<file path="src/rtl/cal_pkg.sv">
package cal_pkg;
  localparam int FW   = 7;
  localparam int NFLD = 7;

  localparam logic [FW-1:0] ZERO = 7'd0;
  localparam logic [FW-1:0] ONE  = 7'd1;
  localparam logic [FW-1:0] TEN  = 7'd10;
  localparam logic [FW-1:0] TWELVE = 7'd12;

  localparam logic [FW-1:0] SEC_LAST  = 7'd59;
  localparam logic [FW-1:0] MIN_LAST  = 7'd59;
  localparam logic [FW-1:0] HOUR_LAST = 7'd23;
  localparam logic [FW-1:0] WDAY_LAST = 7'd7;
  localparam logic [FW-1:0] MON_LAST  = 7'd12;
  localparam logic [FW-1:0] YEAR_LAST = 7'd99;

  localparam logic [FW-1:0] SUNDAY          = 7'd1;
  localparam logic [FW-1:0] SPRING_MON      = 7'd4;
  localparam logic [FW-1:0] FALL_MON        = 7'd10;
  localparam logic [FW-1:0] SPRING_MAX_DATE = 7'd7;
  localparam logic [FW-1:0] FALL_MIN_DATE   = 7'd25;
  localparam logic [FW-1:0] DST_HOUR        = 7'd1;
  localparam logic [FW-1:0] SPRING_TO_HOUR  = 7'd3;

  typedef enum logic [2:0] {
    F_SEC  = 3'd0,
    F_MIN  = 3'd1,
    F_HOUR = 3'd2,
    F_WDAY = 3'd3,
    F_MDAY = 3'd4,
    F_MON  = 3'd5,
    F_YEAR = 3'd6
  } fld_e;

  function automatic logic [7:0] to_bcd(input logic [FW-1:0] v);
    logic [FW-1:0] tens;
    logic [FW-1:0] ones;
    tens = v / TEN;
    ones = v - tens * TEN;
    return {tens[3:0], ones[3:0]};
  endfunction

  function automatic logic [FW-1:0] from_bcd(input logic [7:0] b);
    return FW'(b[7:4]) * TEN + FW'(b[3:0]);
  endfunction

  function automatic logic [FW-1:0] days_in_month(input logic [FW-1:0] m,
                                                   input logic leap);
    case (m)
      7'd2:                      return leap ? 7'd29 : 7'd28;
      7'd4, 7'd6, 7'd9, 7'd11:   return 7'd30;
      default:                   return 7'd31;
    endcase
  endfunction
endpackage

</file>
<file path="src/rtl/cal_codec.sv">
module cal_codec
  import cal_pkg::*;
(
  input  logic [FW-1:0] val,
  input  logic          bin_mode,
  input  logic          flag,
  output logic [7:0]    code
);
  logic [7:0] body;

  always_comb begin
    body = bin_mode ? {1'b0, val} : to_bcd(val);
    code = body | {flag, 7'b0};
  end
endmodule

</file>
<file path="src/rtl/cal_wr_decode.sv">
module cal_wr_decode
  import cal_pkg::*;
(
  input  logic [7:0]    wr_data,
  input  logic [2:0]    wr_sel,
  input  logic          bin_mode,
  input  logic          hr24,
  output logic [FW-1:0] wr_val
);
  logic [7:0]    raw;
  logic [FW-1:0] dec;
  logic          twelve_hr;

  always_comb begin
    twelve_hr = (wr_sel == F_HOUR) && !hr24;
    raw       = twelve_hr ? {1'b0, wr_data[6:0]} : wr_data;
    dec       = bin_mode ? raw[FW-1:0] : from_bcd(raw);
    if (twelve_hr) begin
      wr_val = (dec == TWELVE) ? ZERO : dec;
      if (wr_data[7]) wr_val = wr_val + TWELVE;
    end else begin
      wr_val = dec;
    end
  end
endmodule

</file>
<file path="src/rtl/cal_dst_rule.sv">
module cal_dst_rule
  import cal_pkg::*;
(
  input  logic          dse,
  input  logic          fell_q,
  input  logic [FW-1:0] sec_q,
  input  logic [FW-1:0] min_q,
  input  logic [FW-1:0] hour_q,
  input  logic [FW-1:0] wday_q,
  input  logic [FW-1:0] mday_q,
  input  logic [FW-1:0] mon_q,
  output logic          spring_hit,
  output logic          fall_hit
);
  logic at_edge;
  logic sunday;

  always_comb begin
    at_edge    = (hour_q == DST_HOUR) && (min_q == MIN_LAST) && (sec_q == SEC_LAST);
    sunday     = (wday_q == SUNDAY);
    spring_hit = dse && at_edge && sunday && (mon_q == SPRING_MON) &&
                 (mday_q <= SPRING_MAX_DATE);
    fall_hit   = dse && at_edge && sunday && (mon_q == FALL_MON) &&
                 (mday_q >= FALL_MIN_DATE) && !fell_q;
  end
endmodule

</file>
<file path="src/rtl/cal_time_core.sv">
module cal_time_core
  import cal_pkg::*;
(
  input  logic          clk,
  input  logic          rst_n,
  input  logic          adv,
  input  logic          wr_ok,
  input  logic [2:0]    wr_sel,
  input  logic [FW-1:0] wr_val,
  input  logic          spring_hit,
  input  logic          fall_hit,
  output logic [FW-1:0] sec_q,
  output logic [FW-1:0] min_q,
  output logic [FW-1:0] hour_q,
  output logic [FW-1:0] wday_q,
  output logic [FW-1:0] mday_q,
  output logic [FW-1:0] mon_q,
  output logic [FW-1:0] year_q,
  output logic          fell_q
);
  logic [FW-1:0] n_sec, n_min, n_hour, n_wday, n_mday, n_mon, n_year;
  logic          n_fell;
  logic [FW-1:0] dim;
  logic          c_min, c_hr, c_day, c_mon, c_yr;

  assign dim = days_in_month(mon_q, year_q[1:0] == 2'b00);

  always_comb begin
    n_sec  = sec_q;
    n_min  = min_q;
    n_hour = hour_q;
    n_wday = wday_q;
    n_mday = mday_q;
    n_mon  = mon_q;
    n_year = year_q;
    c_min  = 1'b0;
    c_hr   = 1'b0;
    c_day  = 1'b0;
    c_mon  = 1'b0;
    c_yr   = 1'b0;
    if (adv) begin
      if (spring_hit) begin
        n_hour = SPRING_TO_HOUR;
        n_min  = ZERO;
        n_sec  = ZERO;
      end else if (fall_hit) begin
        n_hour = DST_HOUR;
        n_min  = ZERO;
        n_sec  = ZERO;
      end else begin
        c_min = (sec_q >= SEC_LAST);
        n_sec = c_min ? ZERO : sec_q + ONE;
        c_hr  = c_min && (min_q >= MIN_LAST);
        if (c_min) n_min = c_hr ? ZERO : min_q + ONE;
        c_day = c_hr && (hour_q >= HOUR_LAST);
        if (c_hr) n_hour = c_day ? ZERO : hour_q + ONE;
        c_mon = c_day && (mday_q >= dim);
        if (c_day) begin
          n_wday = (wday_q >= WDAY_LAST) ? ONE : wday_q + ONE;
          n_mday = c_mon ? ONE : mday_q + ONE;
        end
        c_yr = c_mon && (mon_q >= MON_LAST);
        if (c_mon) n_mon = c_yr ? ONE : mon_q + ONE;
        if (c_yr) n_year = (year_q >= YEAR_LAST) ? ZERO : year_q + ONE;
      end
    end else if (wr_ok) begin
      case (wr_sel)
        F_SEC:   n_sec  = wr_val;
        F_MIN:   n_min  = wr_val;
        F_HOUR:  n_hour = wr_val;
        F_WDAY:  n_wday = wr_val;
        F_MDAY:  n_mday = wr_val;
        F_MON:   n_mon  = wr_val;
        F_YEAR:  n_year = wr_val;
        default: ;
      endcase
    end
    if (adv && fall_hit) n_fell = 1'b1;
    else if (mon_q != FALL_MON) n_fell = 1'b0;
    else n_fell = fell_q;
  end

  always_ff @(posedge clk) begin
    if (!rst_n) begin
      sec_q  <= ZERO;
      min_q  <= ZERO;
      hour_q <= ZERO;
      wday_q <= ONE;
      mday_q <= ONE;
      mon_q  <= ONE;
      year_q <= ZERO;
      fell_q <= 1'b0;
    end else begin
      sec_q  <= n_sec;
      min_q  <= n_min;
      hour_q <= n_hour;
      wday_q <= n_wday;
      mday_q <= n_mday;
      mon_q  <= n_mon;
      year_q <= n_year;
      fell_q <= n_fell;
    end
  end


  sec_step_chk: assert property (@(posedge clk) disable iff (!rst_n)
    (adv && !spring_hit && !fall_hit && sec_q < SEC_LAST) |=> (sec_q == $past(sec_q) + ONE));


  hold_freeze_chk: assert property (@(posedge clk) disable iff (!rst_n)
    (!adv && !wr_ok) |=> $stable({sec_q, min_q, hour_q, wday_q, mday_q, mon_q, year_q}));


  spring_jump_chk: assert property (@(posedge clk) disable iff (!rst_n)
    (adv && spring_hit) |=> (hour_q == SPRING_TO_HOUR && min_q == ZERO && sec_q == ZERO));


  fall_once_chk: assert property (@(posedge clk) disable iff (!rst_n)
    (adv && fall_hit) |=> (fell_q && hour_q == DST_HOUR && min_q == ZERO));


  fall_clear_chk: assert property (@(posedge clk) disable iff (!rst_n)
    (mon_q != FALL_MON && !(adv && fall_hit)) |=> !fell_q);
endmodule

</file>
<file path="src/rtl/cal_counter.sv">
module cal_counter
  import cal_pkg::*;
(
  input  logic       clk,
  input  logic       rst_n,
  input  logic       tick,
  input  logic       set_mode,
  input  logic       bin_mode,
  input  logic       hr24,
  input  logic       dse,
  input  logic       wr_en,
  input  logic [2:0] wr_sel,
  input  logic [7:0] wr_data,
  output logic [7:0] sec_o,
  output logic [7:0] min_o,
  output logic [7:0] hour_o,
  output logic [7:0] wday_o,
  output logic [7:0] mday_o,
  output logic [7:0] mon_o,
  output logic [7:0] year_o
);
  logic [FW-1:0] sec_q, min_q, hour_q, wday_q, mday_q, mon_q, year_q;
  logic          fell_q;
  logic [FW-1:0] wr_val;
  logic          spring_hit, fall_hit;
  logic          adv, wr_ok;
  logic [FW-1:0] hour_shown;
  logic          pm;

  assign adv   = tick && !set_mode;
  assign wr_ok = wr_en && set_mode;

  cal_wr_decode u_dec (
    .wr_data (wr_data),
    .wr_sel  (wr_sel),
    .bin_mode(bin_mode),
    .hr24    (hr24),
    .wr_val  (wr_val)
  );

  cal_dst_rule u_dst (
    .dse       (dse),
    .fell_q    (fell_q),
    .sec_q     (sec_q),
    .min_q     (min_q),
    .hour_q    (hour_q),
    .wday_q    (wday_q),
    .mday_q    (mday_q),
    .mon_q     (mon_q),
    .spring_hit(spring_hit),
    .fall_hit  (fall_hit)
  );

  cal_time_core u_core (
    .clk       (clk),
    .rst_n     (rst_n),
    .adv       (adv),
    .wr_ok     (wr_ok),
    .wr_sel    (wr_sel),
    .wr_val    (wr_val),
    .spring_hit(spring_hit),
    .fall_hit  (fall_hit),
    .sec_q     (sec_q),
    .min_q     (min_q),
    .hour_q    (hour_q),
    .wday_q    (wday_q),
    .mday_q    (mday_q),
    .mon_q     (mon_q),
    .year_q    (year_q),
    .fell_q    (fell_q)
  );

  always_comb begin
    pm = 1'b0;
    hour_shown = hour_q;
    if (!hr24) begin
      pm = (hour_q >= TWELVE);
      if (hour_q == ZERO)       hour_shown = TWELVE;
      else if (hour_q > TWELVE) hour_shown = hour_q - TWELVE;
    end
  end

  logic [FW-1:0] fval  [NFLD];
  logic          fflag [NFLD];
  logic [7:0]    fcode [NFLD];

  always_comb begin
    fval[F_SEC]  = sec_q;
    fval[F_MIN]  = min_q;
    fval[F_HOUR] = hour_shown;
    fval[F_WDAY] = wday_q;
    fval[F_MDAY] = mday_q;
    fval[F_MON]  = mon_q;
    fval[F_YEAR] = year_q;
    for (int i = 0; i < NFLD; i++) fflag[i] = 1'b0;
    fflag[F_HOUR] = pm;
  end

  for (genvar g = 0; g < NFLD; g++) begin : g_codec
    cal_codec u_codec (
      .val     (fval[g]),
      .bin_mode(bin_mode),
      .flag    (fflag[g]),
      .code    (fcode[g])
    );
  end

  assign sec_o  = fcode[F_SEC];
  assign min_o  = fcode[F_MIN];
  assign hour_o = fcode[F_HOUR];
  assign wday_o = fcode[F_WDAY];
  assign mday_o = fcode[F_MDAY];
  assign mon_o  = fcode[F_MON];
  assign year_o = fcode[F_YEAR];


  pm_hour_chk: assert property (@(posedge clk) disable iff (!rst_n)
    (!hr24 && bin_mode) |-> (hour_o[6:0] >= 7'd1 && hour_o[6:0] <= 7'd12));
endmodule

</file>
<file path="config.mk">
export PLATFORM = sky130hd
export DESIGN_NAME = cal_counter
export DESIGN_NICKNAME = d
export VERILOG_FILES = /design/src/rtl/cal_pkg.sv /design/src/rtl/cal_codec.sv /design/src/rtl/cal_wr_decode.sv /design/src/rtl/cal_dst_rule.sv /design/src/rtl/cal_time_core.sv /design/src/rtl/cal_counter.sv
export SDC_FILE = /design/constraint.sdc
export NUM_CORES = 1
export LEC_CHECK = 0
export BUFFER_PORTS_ARGS = -buffer_cell sky130_fd_sc_hd__buf_2
export CAP_MARGIN = 40
export CELL_PAD_IN_SITES_DETAIL_PLACEMENT = 0
export CELL_PAD_IN_SITES_GLOBAL_PLACEMENT = 2
export CORE_ASPECT_RATIO = 0.8
export CORE_UTILIZATION = 32
export CTS_CLUSTER_DIAMETER = 30
export CTS_CLUSTER_SIZE = 25
export DETAILED_ROUTE_END_ITERATION = 16
export GPL_TIMING_DRIVEN = 0
export PLACE_DENSITY_LB_ADDON = 0.12
export SLEW_MARGIN = 20
export SYNTH_ARGS = -nofsm -noshare
export SYNTH_HDL_FRONTEND = slang
export SYNTH_SLANG_ARGS = --single-unit
</file>
<file path="constraint.sdc">
create_clock -name clk -period 10.1 [get_ports clk]
set_input_delay 2.02 -clock clk [delete_from_list [all_inputs] [get_ports clk]]
set_output_delay 2.02 -clock clk [all_outputs]
set_load 0.02 [all_outputs]
</file>
## After elaboration in Yosys (flattened, before gate mapping)

Index checks and enable logic that the tools add are counted.

| cells by class | value |
|---|---|
| add/sub/neg operators | 17 |
| multiply operators | 8 |
| div/mod/pow operators | 7 |
| order comparisons | 11 |
| eq/ne operators | 25 |
| multiplexer cells | 68 |
| bitwise operators | 1 |
| reductions and logical operators | 40 |

Operator list:

| cell | number |
|---|---|
| $mux 7 | 55 |
| $mux 8 | 8 |
| $add 7x1->7 const B | 7 |
| $div 7x4->7 const B | 7 |
| $mul 7x3->3 const B | 7 |
| $eq 7x4->1 const B | 4 |
| $sub 4x4->4 | 7 |
| $reduce_and 5->1 | 4 |
| $reduce_bool 2->1 | 9 |
| $logic_and 1x1->1 | 17 |
| $eq 7x1->1 const B | 2 |
| $eq 7x3->1 const B | 2 |
| $eq 7x6->1 const B | 2 |
| $ge 7x4->1 const B | 2 |
| $ge 7x5->1 const B | 2 |
| $ge 7x6->1 const B | 2 |
| $pmux 7 s2 | 1 |
| $ne 2x2->1 const B | 5 |
| $eq 3x3->1 const B | 3 |
| $ne 4x4->1 const B | 2 |
| $or 8x8->8 | 1 |
| $add 7x4->7 | 1 |
| $add 7x4->7 const B | 1 |
| $eq 7x2->1 const B | 1 |
| 18 further kinds | 25 |

| storage, ports and cells | value |
|---|---|
| register bits after elaboration | 50 |
| bits of input ports | 19 |
| word-level logic and storage cells | 185 |

## Depth between registers and ports, before layout

| depth | value |
|---|---|
| word-level depth | 14 |
| depth in mapped cells | 23 |

## Modules after synthesis

A second synthesis with hierarchy kept.

| second synthesis, totals | value |
|---|---|
| cells, all modules | 928 |
| area, all modules | 7,039.3 um2 |

Modules (own cells, without submodules):

| module | times used | cells each | area an instance (um2) |
|---|---|---|---|
| cal_time_core | 1 | 389 | 3,055.4 |
| cal_codec at g_codec[0].u_codec ... | 6 | 61 | 441.7 |
| cal_wr_decode | 1 | 60 | 506.7 |
| cal_codec at g_codec[6].u_codec | 1 | 59 | 430.4 |
| cal_counter | 1 | 34 | 246.5 |
| cal_dst_rule | 1 | 20 | 150.1 |

## Least setup slack after synthesis

OpenSTA, ideal clock, no wires.

| timing path | value |
|---|---|
| kind | input -> output |
| start | input port hr24 |
| end | output port hour_o[3] |
| arrival | 5.730 ns |
| data required time | 8.080 ns |
| path slack | 2.350 ns |
| stages | 21 |
| buffers on the path | 1 |
| path through | buf_2 > nor2b_1 > a21oi_1 > and2_0 > inv_2 > o211ai_1 > o21ai_0 > a32oi_1 > o21ai_1 > ha_1 > and3b_1 > a211oi_1 > a311oi_1 > nand3_1 > ha_1 > fa_1 > and3_1 > a211oi_1 > nor2_1 > mux2i_1 > xor2_1 |

| between the ends | value |
|---|---|
| cells in the longest elaborated chain, start to end | 6 |

RTL lines:

| item | RTL line | source |
|---|---|---|
| start: declaration | cal_counter.sv:9 | `input logic hr24,` |
| $mux 7 * | cal_counter.sv:76 | `if (!hr24) begin` |
| $div 7x4->7 | cal_pkg.sv:38 | `tens = v / TEN;` |
| $mul 7x3->3 | cal_pkg.sv:39 | `ones = v - tens * TEN;` |
| $sub 4x4->4 | cal_pkg.sv:39 |  |
| $mux 8 * | cal_codec.sv:12 | `body = bin_mode ? {1'b0, val} : to_bcd(val);` |
| $or 8x8->8 * | cal_codec.sv:13 | `code = body \| {flag, 7'b0};` |
| end: declaration | cal_counter.sv:16 | `output logic [7:0] hour_o,` |

Every way passes the cells marked *; elsewhere a longest branch is shown, timed or not.

## Final worst setup path

Ends and elaborated chain as after synthesis.

==> impl_results.md <==
* WP data required at 8.08 ns
* Hold_buf cts at 0
* # IOs at 75
* Seq. cell area at 1000 um^2
* Cell mode on critical path: buf_2
* Fin. Hold Viols at 0
* PD cells at 98.7 nW/um^2
* Setup crit end kind: primary output
* Via Count at 6864
* Type of the worst setup path: input pin to primary output
* Top area cells in the synthesized netlist: dfxtp_1 15%, ha_1 10%, nand2_1 5.8%, o21ai_0 5.5%, a21oi_1 4.5%
* Critical path cell sequence: buf_2 > buf_2 > nor2b_1 > a21oi_1 > and2_0 > inv_2 > o211ai_1 > o21ai_0 > a32oi_1 > o21ai_1 > ha_1 > and3b_1 > a211oi_1 > a311oi_1 > nand3_1 > ha_1 > fa_1 > and3_1 > a211oi_1 > nor2_1 > mux2i_1 > xor2_1 > buf_2
* Post-route setup slack at 1.63 ns
* Diodes inserted at 0
* Most frequent cell after synthesis: nand2_1
* Post-CTS sizing at 0
* Pre-CTS setup slack at 1.69 ns
* RSZ-0062 raised after global routing: no
* Routed WL at 23200 um
* Final routed DRC violation total at 0
* Share of layout cells above drive strength 1 at 13.8%
* First-pass GRT wire length at 36300 um
* Commonest cells post-synth: 102 x nand2_1, 72 x o21ai_0, 63 x nor2_1, 59 x a21oi_1, 54 x ha_1
* CTS sink cnt at 50
* Most used DFF post-synth: dfxtp_1
* CTS Buffer Depth at 2
* Placer congestion estimate at 0.805
* Initial Util at 33.0%
* Cts bufs inserted at 5
* Total grt overflow at 0
* Yosys top cell area share at 15.2%
* Yosys reg bits at 50
* Status: finished clean
* Library cells used by synthesis at 81
* Clock latency on the worst-skew pair at 0.30 ns
* Nets@finish at 1075
* Worst-margin pin slew at 0.818 ns
* Area leader, netlist: dfxtp_1
* Post-synthesis cell count at 908
* Reg clk slew, reported paths at 0.07 ns
* Slew HR at 45.2%
* Post-synth EDFFs at 0
* Via count of the first global-routing pass at 6219
* Rows at 46
* Die footprint at 21200 um^2
* Max-cap violation count at 0
* DR iter-0 viols at 474
* Period utilization at 83.8%
* Worst Hold Class: register to register
* Final ANT Viol Nets at 0
* Initial antenna violation count at 0
* Slowest cell on crit path: fa_1
* Post-CTS Setup Repair Bufs at 0
* Port Buf Inserts at 72
* CP arrival at 6.45 ns
* Cell Area, Synth at 6610 um^2
* Syn_area_per_cell at 7.27 um^2
* Overall fraction of global-route tracks in use at 22.1%
* Synth async-reset ratio at 0%
* # setup viols final at 0
* Via density at 5.46
* Die X-Extent at 163 um
* Crit Path Max Fanout at 10
* Synth Warn # at 0
* Area Growth Syn to Fin at 13.8%
* Clock root buffer: clkbuf_16
* Layout fillers at 2185
* Routed WL per cell at 18.5 um
* First-pass DRT Iterations at 5
* Synthesized net count at 990
* Peak VDD IR at 0.0603 mV
* Largest net degree at the start of global routing at 17
* Leak at 3.08 nW
* CTS H-Tree Depth at 2
* Startpoint Class: input pin
* Setup TNS at 0 ns
* Seq/Total Area, Yosys at 15.2%
* Core Area at 20000 um^2
* CP peak stage delay at 0.41 ns
* Post-route minimum period at 8.47 ns
* Final Max Tran Viols at 0
* Chip Height at 131 um
* DP Wirelength at 17900 um
* Max Fclk at 118 MHz
* CTS tree: yes
* Worst Skew at 0.0135 ns
* Area of the multi-input gates at 5160 um^2
## worst max-delay path, delay by kind of cell
| kind | cells | cell delay [ns] |
|---|---|---|
| fa+ha+maj | 3 | 0.95 |
| xor+xnor | 1 | 0.15 |
| simple gates | 6 | 1.10 |
| compound gates | 8 | 1.34 |
| buf+inv | 4 | 0.71 |
| mux | 1 | 0.16 |
## per-layer routing
metal  routed length (um)  track usage (%)
met5                    0                0
met4                  204             3.19
met3                  925             2.53
met2                 9760             33.2
met1                12400             34.1
## stage by stage
stage	util (%)	hold WS (ns)	power [W]	area, um^2	instances
after floorplan	-	0.503	0.000463	6610	908
after global placement	36.4	0.540	0.000568	7300	1244
after detailed placement	36.8	0.551	0.000568	7370	1250
after CTS	37.5	0.566	0.000747	7520	1258
after global routing	37.5	0.610	0.000794	7520	1258
final	37.5	0.565	0.000742	7520	1258
## state kept, by name, indices dropped and copies added, names as in the netlist
name and count:
u_core.min_q 7, u_core.sec_q 7, u_core.fell_q 1, u_core.mon_q 7, u_core.wday_q 7, u_core.mday_q 7, u_core.year_q 7, u_core.hour_q 7
## cells in the final DEF (no fill, tap or decap), drive strengths merged, types with 10 or more instances in the layout
| cell type | instances |
|---|---|
| clkbuf | 43 |
| nand2b | 22 |
| a21o | 11 |
| ha | 54 |
| and2 | 11 |
| mux2i | 23 |
| and3 | 14 |
| xor2 | 16 |
| a22oi | 10 |
| o211ai | 15 |
| o21ai | 74 |
| buf | 105 |
| a21boi | 27 |
| nand3 | 23 |
| a31oi | 12 |
| nor3b | 17 |
| inv | 43 |
| nor2b | 20 |
| a21oi | 60 |
| nand2 | 102 |
| xnor2 | 10 |
| nor4 | 10 |
| nor2 | 63 |
| mux2 | 14 |
| a211oi | 10 |
| nor3 | 18 |
| dfxtp | 50 |
## cells by family (layout without fill, tap and decap cells)
logic type | count (synthesis) | after routing | share of synthesized area [%]
adder cells (fa/ha/maj) | 63 | 63 | 13.0
AO/OA/AOI/OAI | 294 | 294 | 30.3
AND/OR/NAND/NOR | 330 | 330 | 25.7
XOR/XNOR | 26 | 26 | 3.45
buffers and inverters | 108 | 194 | 6.65
multiplexers | 37 | 37 | 5.87
flip-flops | 50 | 50 | 15.2
## report_power, final
part,switching [W],internal [W],total (W)
logic,0.000216,0.000126,0.000343
registers,0.0000154,0.000207,0.000222
clock network,0.0000851,0.0000922,0.000177
## cell type report
type | count | area share, %
Buffer | 65 | 3.71
Clock inverter | 3 | 0.283
Multi-Input combinational cell | 750 | 68.7
Sequential cell | 50 | 13.3
Tap cell | 264 | 4.39
Clock buffer | 5 | 1.66
Timing Repair Buffer | 78 | 5.79
Inverter | 43 | 2.15
## final timing paths
check                                      from                            to  slack, ns  cells after the start
hold / removal       u_core.fell_q$_SDFFE_PN0P_    u_core.fell_q$_SDFFE_PN0P_       0.57                      2
hold reg to reg      u_core.fell_q$_SDFFE_PN0P_    u_core.fell_q$_SDFFE_PN0P_       0.57                      2
setup / recovery                           hr24                     hour_o[3]       1.63                     23
setup reg to reg  u_core.hour_q[2]$_SDFFE_PN0P_  u_core.min_q[1]$_SDFFE_PN0P_       6.42                     11
No activity file was read; power rests on OpenSTA's default activity.
